[config.mk]
export PLATFORM = sky130hd
export DESIGN_NAME = sc_etu_clkgen
export DESIGN_NICKNAME = d
export VERILOG_FILES = /design/src/rtl/sc_etu_pkg.sv /design/src/rtl/sc_clk_prescaler.sv /design/src/rtl/sc_fd_divisor.sv /design/src/rtl/sc_etu_counter.sv /design/src/rtl/sc_etu_clkgen.sv
export SDC_FILE = /design/constraint.sdc
export NUM_CORES = 1
export LEC_CHECK = 0
export BUFFER_PORTS_ARGS = -buffer_cell sky130_fd_sc_hd__buf_4
export CAP_MARGIN = 40
export CORE_ASPECT_RATIO = 0.5
export CORE_MARGIN = 2
export CORE_UTILIZATION = 45
export DETAILED_ROUTE_END_ITERATION = 10
export PLACE_DENSITY = 0.71
export SYNTH_ARGS = -nofsm -noshare
export SYNTH_HDL_FRONTEND = slang
export SYNTH_SLANG_ARGS = --single-unit
[constraint.sdc]
create_clock -name clk_i -period 5.5 [get_ports clk_i]
set_input_delay 0.275 -clock clk_i [delete_from_list [all_inputs] [get_ports clk_i]]
set_output_delay 0.275 -clock clk_i [all_outputs]
set_load 0.02 [all_outputs]
[src/rtl/sc_etu_pkg.sv]
// Package: shared constants and the decode functions for the clock-rate
// and baud-adjust indices. Assumes 4-bit indices and a 12-bit divisor.
package sc_etu_pkg;

    localparam int unsigned ETU_DEFAULT = 372;

    // Clock-rate factor F for a 4-bit index; reserved codes give 372.
    function automatic logic [11:0] f_of(input logic [3:0] code);
        logic [11:0] f;
        case (code)
            4'd2:    f = 12'd558;
            4'd3:    f = 12'd744;
            4'd4:    f = 12'd1116;
            4'd5:    f = 12'd1488;
            4'd6:    f = 12'd1860;
            4'd9:    f = 12'd512;
            4'd10:   f = 12'd768;
            4'd11:   f = 12'd1024;
            4'd12:   f = 12'd1536;
            4'd13:   f = 12'd2048;
            default: f = 12'd372;
        endcase
        return f;
    endfunction

    // Baud-adjust factor D for a 4-bit index; reserved codes give 1.
    function automatic logic [11:0] d_of(input logic [3:0] code);
        logic [11:0] d;
        case (code)
            4'd2:    d = 12'd2;
            4'd3:    d = 12'd4;
            4'd4:    d = 12'd8;
            4'd5:    d = 12'd16;
            4'd6:    d = 12'd32;
            4'd7:    d = 12'd64;
            4'd8:    d = 12'd12;
            4'd9:    d = 12'd20;
            default: d = 12'd1;
        endcase
        return d;
    endfunction

endpackage

[src/rtl/sc_clk_prescaler.sv]
// Card clock prescaler: divides the master clock by presc_i (0 acts as 1),
// then halves it to give a 50 % duty card clock. tick_o is a registered
// one-cycle pulse that coincides with each rising card clock edge.
// Assumes presc_i may change at any time; the counter recovers through >=.
module sc_clk_prescaler #(
    parameter int PRESC_W = 6
) (
    input  logic               clk_i,
    input  logic               rst_ni,
    input  logic [PRESC_W-1:0] presc_i,
    input  logic               clk_en_i,
    output logic               card_clk_o,
    output logic               tick_o
);

    logic [PRESC_W-1:0] pcnt_q;
    logic [PRESC_W-1:0] limit;
    logic               pre_tick;
    logic               half_q;
    logic               tick_q;

    // Terminal count of the prescaler, treating zero as divide-by-one.
    always_comb begin
        limit    = (presc_i == '0) ? '0 : presc_i - PRESC_W'(1);
        pre_tick = (pcnt_q >= limit);
    end

    // Prescaler counter: wraps on the terminal count.
    always_ff @(posedge clk_i) begin
        if (!rst_ni)       pcnt_q <= '0;
        else if (pre_tick) pcnt_q <= '0;
        else               pcnt_q <= pcnt_q + PRESC_W'(1);
    end

    // Halving stage and rising-edge pulse, both forced low when disabled.
    always_ff @(posedge clk_i) begin
        if (!rst_ni) begin
            half_q <= 1'b0;
            tick_q <= 1'b0;
        end else if (!clk_en_i) begin
            half_q <= 1'b0;
            tick_q <= 1'b0;
        end else begin
            if (pre_tick) half_q <= ~half_q;
            tick_q <= pre_tick & ~half_q;
        end
    end

    assign card_clk_o = half_q;
    assign tick_o     = tick_q;

endmodule

[src/rtl/sc_fd_divisor.sv]
// ETU divisor selection: a lookup of floor(F/D) for every value of the
// index byte, computed at elaboration, or a direct override. The result is
// clamped to MIN_ETU and registered. Assumes F/D never exceeds 2^ETU_W-1.
module sc_fd_divisor #(
    parameter int ETU_W   = 12,
    parameter int MIN_ETU = 12
) (
    input  logic             clk_i,
    input  logic             rst_ni,
    input  logic [7:0]       fd_i,
    input  logic             ovr_en_i,
    input  logic [ETU_W-1:0] ovr_i,
    output logic [ETU_W-1:0] div_o
);

    localparam int          LUT_N = 256;
    localparam logic [ETU_W-1:0] FLOOR_V = ETU_W'(MIN_ETU);
    localparam logic [ETU_W-1:0] RESET_V = ETU_W'(sc_etu_pkg::ETU_DEFAULT);

    logic [ETU_W-1:0] lut [LUT_N];
    logic [ETU_W-1:0] raw;
    logic [ETU_W-1:0] clamped;
    logic [ETU_W-1:0] div_q;

    // One constant entry per index byte: clamped quotient of F by D.
    for (genvar g = 0; g < LUT_N; g++) begin : g_lut
        localparam int unsigned FV = int'(sc_etu_pkg::f_of(4'(g / 16)));
        localparam int unsigned DV = int'(sc_etu_pkg::d_of(4'(g % 16)));
        localparam int unsigned QV = FV / DV;
        localparam int unsigned CV = (QV < MIN_ETU) ? MIN_ETU : QV;
        assign lut[g] = ETU_W'(CV);
    end

    // Pick the override or the table value, then apply the floor.
    always_comb begin
        raw     = ovr_en_i ? ovr_i : lut[fd_i];
        clamped = (raw < FLOOR_V) ? FLOOR_V : raw;
    end

    // Register the divisor so the counter compare sees a stable value.
    always_ff @(posedge clk_i) begin
        if (!rst_ni) div_q <= RESET_V;
        else         div_q <= clamped;
    end

    assign div_o = div_q;

endmodule

[src/rtl/sc_etu_counter.sv]
// ETU counter: counts card clock pulses and wraps at the divisor, pulsing
// edge_o at each wrap and ctr_o floor(div/2) pulses after it. sync_i
// clears the count and suppresses both strobes. Assumes div_i >= 12.
module sc_etu_counter #(
    parameter int ETU_W = 12
) (
    input  logic             clk_i,
    input  logic             rst_ni,
    input  logic             tick_i,
    input  logic             sync_i,
    input  logic [ETU_W-1:0] div_i,
    output logic             edge_o,
    output logic             ctr_o
);

    logic [ETU_W-1:0] cnt_q;
    logic [ETU_W-1:0] last_v;
    logic [ETU_W-1:0] mid_v;
    logic             edge_q;
    logic             ctr_q;

    // Compare points for the wrap and the mid-ETU sample.
    always_comb begin
        last_v = div_i - ETU_W'(1);
        mid_v  = (div_i >> 1) - ETU_W'(1);
    end

    // Count card clock pulses, restart on sync, register the strobes.
    always_ff @(posedge clk_i) begin
        if (!rst_ni) begin
            cnt_q  <= '0;
            edge_q <= 1'b0;
            ctr_q  <= 1'b0;
        end else begin
            edge_q <= 1'b0;
            ctr_q  <= 1'b0;
            if (sync_i) begin
                cnt_q <= '0;
            end else if (tick_i) begin
                if (cnt_q >= last_v) begin
                    cnt_q  <= '0;
                    edge_q <= 1'b1;
                end else begin
                    cnt_q <= cnt_q + ETU_W'(1);
                    ctr_q <= (cnt_q == mid_v);
                end
            end
        end
    end

    assign edge_o = edge_q;
    assign ctr_o  = ctr_q;

endmodule

[src/rtl/sc_etu_clkgen.sv]
// Top of the smart card clock and ETU generator: prescaler and halver for
// the card clock, divisor selection, and the ETU strobe counter.
// Assumes a single master clock domain and synchronous active-low reset.
module sc_etu_clkgen #(
    parameter int PRESC_W = 6,
    parameter int ETU_W   = 12,
    parameter int MIN_ETU = 12
) (
    input  logic               clk_i,
    input  logic               rst_ni,
    input  logic [PRESC_W-1:0] presc_i,
    input  logic [7:0]         fd_i,
    input  logic               div_ovr_en_i,
    input  logic [ETU_W-1:0]   div_ovr_i,
    input  logic               sync_i,
    input  logic               clk_en_i,
    output logic               card_clk_o,
    output logic               cclk_tick_o,
    output logic               etu_edge_o,
    output logic               etu_ctr_o
);

    logic             tick;
    logic [ETU_W-1:0] etu_div;

    sc_clk_prescaler #(.PRESC_W(PRESC_W)) u_presc (
        .clk_i      (clk_i),
        .rst_ni     (rst_ni),
        .presc_i    (presc_i),
        .clk_en_i   (clk_en_i),
        .card_clk_o (card_clk_o),
        .tick_o     (tick)
    );

    sc_fd_divisor #(.ETU_W(ETU_W), .MIN_ETU(MIN_ETU)) u_div (
        .clk_i    (clk_i),
        .rst_ni   (rst_ni),
        .fd_i     (fd_i),
        .ovr_en_i (div_ovr_en_i),
        .ovr_i    (div_ovr_i),
        .div_o    (etu_div)
    );

    sc_etu_counter #(.ETU_W(ETU_W)) u_cnt (
        .clk_i  (clk_i),
        .rst_ni (rst_ni),
        .tick_i (tick),
        .sync_i (sync_i),
        .div_i  (etu_div),
        .edge_o (etu_edge_o),
        .ctr_o  (etu_ctr_o)
    );

    assign cclk_tick_o = tick;

endmodule

# Yosys cells after proc, flatten, opt, wreduce, memory -nomap -nowiden
# Memories as Yosys holds them, arrays and structs flattened.
# Cells that the tools add are included.
# word_totals
reg_bits,34
mem_bits_ro,3072
inputBits,31
output_inout_bits,4
wordCells,38
n_memories,1
# mem_list
name,depth,word_bits,read_ports,rd_clocked_by_memory_dff,wr,line_no,rtl
(name not given),256,12,1,0,0,sc_fd_divisor.sv:36,raw = ovr_en_i ? ovr_i : lut[fd_i];
# classes
n_addsub,5
order_cmp,4
eq_ne,1
muxes,7
bitwise_logic,5
reduce_logical,7
# op_table
op,count
$mux 12,4
$add 12x1->12 const B,1
$eq 12x12->1,1
$ge 12x12->1,1
$lt 12x4->1 const B,1
$sub 11x1->12 const B,1
$sub 12x1->12 const B,1
$ge 9x9->1 const B,1
$mux 9,1
$not 8->9,1
$add 6x1->6 const B,1
$ge 6x6->1,1
$logic_not 6->1,1
$mux 6,1
$reduce_or 2->1,3
$sub 6x1->6 const B,1
$reduce_or 4->1,1
$not 1->1,3
$reduce_or 3->1,1
$reduce_and 2->1,1
$and 1x1->1,1
$mux 1,1

# Longest topological paths before layout
# depth
ltp_word,7
ltp_mapped,15
mapped_depth_nobuf,15

# By module
# From an unflattened synthesis, not the netlist that was laid out.
# hier_totals
cells_unflattened,608
hier_area_um2,4461.8
# modules_own_cells
mod,n_inst,cells_each,area_per_inst_um2,seq_area_each_um2
sc_fd_divisor,1,363,2521.2,240.2
sc_etu_counter,1,184,1411.4,280.3
sc_clk_prescaler,1,61,529.3,160.2

# Worst setup path before layout
# Ideal clock, no wire load.
# synth_path
kind,flip-flop to flip-flop
from,"register u_div.div_q[1], in the netlist u_div.div_o[1]"
to,register u_cnt.cnt_q[10]
setup_time_ns,0.151
arrival_time_ns,2.660
t_required_ns,5.349
slack_ns,2.690
path_stages_with_launch,13
path_buffers,0
period_less_slack_ns,2.810
path_cell_list,dfxtp_1 -> inv_1 -> ha_1 -> nand2_1 -> nor3_1 -> o311ai_0 -> xor2_1 -> ha_1 -> o21ai_0 -> nand2b_1 -> a21oi_1 -> o31ai_1 -> nor2_1
# synth_between
elab_chain_cells,3
# synth_rtl
item,line_no,rtl
"start, declared",sc_fd_divisor.sv:23,logic [ETU_W-1:0] div_q;
"start signal, assigned",sc_fd_divisor.sv:43,else div_q <= clamped;
$sub 12x1->12,sc_etu_counter.sv:24,last_v = div_i - ETU_W'(1);
$ge 12x12->1,sc_etu_counter.sv:40,if (cnt_q >= last_v) begin
$mux 12,sc_etu_counter.sv:40,
"end signal, assigned",sc_etu_counter.sv:44,cnt_q <= cnt_q + ETU_W'(1);
"end, declared",sc_etu_counter.sv:16,logic [ETU_W-1:0] cnt_q;
# No other way between the ends.
# A chain may end at the register's enable or synchronous reset.

# Final worst setup path
# layout_path
from,"register u_div.div_q[1], in the netlist u_div.div_o[1]"
to,register u_cnt.cnt_q[7]
# Same word-level chain as after synthesis.

==> results.cfg <==
[run_status]
status = complete, no violations

[sta]
fin_setup_tns_ns = 0
worst_pin_slew_ns = 0.753
period_minus_slack_ns = 3.12
hold_violations = 0
fin_crit_sh = 0.567
drv_slew = 0
rsz0062_at_grt = false
slew_headroom = 0.497
fmax_ghz = 0.321
setup_viol = 0
skew_ns = 0.00358
timing.final.ws_setup_ns = 2.38

[route]
num_vias = 4311
final_antenna_net_count = 0
drc_errors = 0
wl_per_cell_um = 16.6
viasPerCell = 6.26
wl_um = 11500
drt_iter0_drc = 790
firstDrtPassIters = 5

[place]
finalWeightedCongestion = 0.979
dp_cells = 681
pre_cts_ws_ns = 2.45
io_buffers = 34
dpl_cell_area_sq_um = 4320
hpwl_um = 8370

[synth]
ys_warn_count = 0
synth_ff_type = dfxtp_1
synth_top_family_by_area = compound AO/OA/AOI/OAI gates
synth-xor-area-share = 0.0814
synthArstFlopShare = 0
ys_ff_latch = 34
synth_area_sq_um = 4200
synthCells = 567
synth_compound_area_frac = 0.294
muxShareOfSynthArea = 0.0346
syn_avg_cell_area_sq_um = 7.40
yosysSeqAreaShare = 0.162
synthAdderAreaFrac = 0.0924
synth_edf_count = 0
synth-simple-area-share = 0.247
synth_nets = 629
synth_cell_types = 75

[cts]
cts_buffers = 5
cts.clk_slew.worst_paths_ns = 0.05
htree_levels = 2
post_cts_buffers = 0
holdBufCountCts = 0
clk_latency_ns = 0.27
cts.sinks = 34
cts_root_buf = clkbuf_16
cts_buffer_depth = 2
cts_tree = done
post_cts_resized = 0

[pwr]
p_leak_nw = 1.83
ir_worst_vdd_uv = 116
power_density_nw_per_um2 = 178

[grt]
grt_pass1_vias = 3855
grt_max_degree = 69
track_usage = 0.225
antenna_found_initial = 0
grt_pass1_wl_um = 18900
grt.overflow.total = 0

[setup_path]
critPathTopFamily = compound AO/OA/AOI/OAI gates
crit_slowest_cell = o31ai_1
start_kind = register
worstSetupPathType = register to register
cp-end-kind = register
required_ns = 5.66
regToRegSetupSlack_ns = 2.38
path_max_fanout = 6
critPathMaxStageDelay_ns = 0.52
crit_chain = inv_1 -> ha_1 -> nand2_1 -> nor3_1 -> nand2_1 -> xnor2_1 -> ha_1 -> nand4_1 -> o21ai_0 -> a21oi_1 -> o31ai_1 -> buf_2 -> nor2_1
cp_num_buf_inv = 2
arrival_ns = 3.28

[finish]
diodes = 0
drive_gt1_frac = 0.112
fin_area_sq_um = 4470
area_growth_pct = 6.41
final_cell_mix = nor2_1 (64), nand2_1 (49), a21oi_1 (42), buf_4 (34), dfxtp_1 (34)
final_common_cell = nor2_1
utilization = 0.503
nets = 633
final_cells = 689

[floorplan]
core-area_sq_um = 8890
die_w_um = 141
dieArea_sq_um = 10200
ioPinCount = 35
core.rowCount = 24
initial_utilization = 0.472
die_y_um = 72.3

[hold_path]
hp-class = input pin to register

[flow_run]
maxCapViolations = 0
-- state kept, by name, summed over array words and instances, names as in the netlist --
signal,cells
u_cnt.cnt_q,12
u_presc.pcnt_q,6
u_cnt.edge_o,1
u_presc.card_clk_o,1
u_cnt.ctr_o,1
u_div.div_o,12
u_presc.tick_o,1
-- synthesized netlist by cell type (3+ instances only) --
cell type	instances	area, sq um
a311oi_1	5	43.8
nor3_1	12	60.1
and2_1	5	31.3
ha_1	31	388
o31ai_1	6	45.0
o211ai_1	9	67.6
a22oi_1	3	22.5
nand2_1	49	184
xor2_1	21	184
mux2_2	3	33.8
a21oi_1	42	210
nor2b_1	5	31.3
mux2i_1	10	100
and3_1	4	25.0
a32oi_1	4	35.0
o21ai_0	32	160
buf_6	12	135
dfxtp_1	34	681
or4_1	3	22.5
clkbuf_1	9	33.8
o22ai_1	11	68.8
o21a_1	4	30.0
or3_1	5	31.3
a211oi_1	5	37.5
nand2b_1	13	81.3
buf_4	5	37.5
o221ai_1	4	35.0
nor2_1	64	240
xnor2_1	18	158
a21o_1	11	82.6
o32ai_1	3	26.3
a221oi_1	5	43.8
inv_1	21	78.8
o211a_1	3	30.0
nand3_1	17	85.1
nand4_1	8	50.1
buf_2	10	50.1
or2_2	6	37.5
o2111ai_1	3	26.3
a31oi_1	7	43.8
-- where the power goes --
group | internal (mW) | total [mW] | switching [mW]
sequential | 0.257 | 0.271 | 0.0147
clock | 0.179 | 0.274 | 0.0950
combinational | 0.101 | 0.250 | 0.148
-- per-layer routing --
layer	part of all wire	global-route usage	wire, um	up-vias
met4	0.026	0.0711	301	0
li1	-	-	-	2087
met3	0.087	0.0350	994	28
met2	0.44	0.362	5000	239
met1	0.45	0.315	5170	1957
met5	0	0	0	-
-- through the flow --
step / hold WS (ns) / total power [mW]
finish: 0.239 / 0.796
global route: 0.247 / 0.837
CTS: 0.238 / 0.794
detailed placement: 0.461 / 0.518
global placement: 0.443 / 0.517
floorplan: 0.425 / 0.465
-- cells by family after synthesis --
kind of cell / after synthesis
AND/OR/NAND/NOR: 209
flip-flops: 34
AO/OA/AOI/OAI: 179
adder cells (fa/ha/maj): 31
multiplexers: 14
buffers and inverters: 61
XOR/XNOR: 39
-- final cells by class --
cell class / instances / area, sq um
Tap cell: 117 / 146
Timing Repair Buffer: 35 / 260
Clock buffer: 7 / 143
Sequential cell: 34 / 681
Multi-Input combinational cell: 472 / 3150
Inverter: 23 / 86.3
Clock inverter: 1 / 5.00
Fill cell: 876 / 4420
-- worst paths after layout --
check / depth (start not counted) / start / to
max: 13 / u_div.div_o[1] / u_cnt.cnt_q[7]
min: 2 / rst_ni / u_div.div_o[4]
max reg2reg: 13 / u_div.div_o[1] / u_cnt.cnt_q[7]
min reg2reg: 1 / u_presc.pcnt_q[0] / u_presc.pcnt_q[0]
No activity file was read; power rests on OpenSTA's default activity.
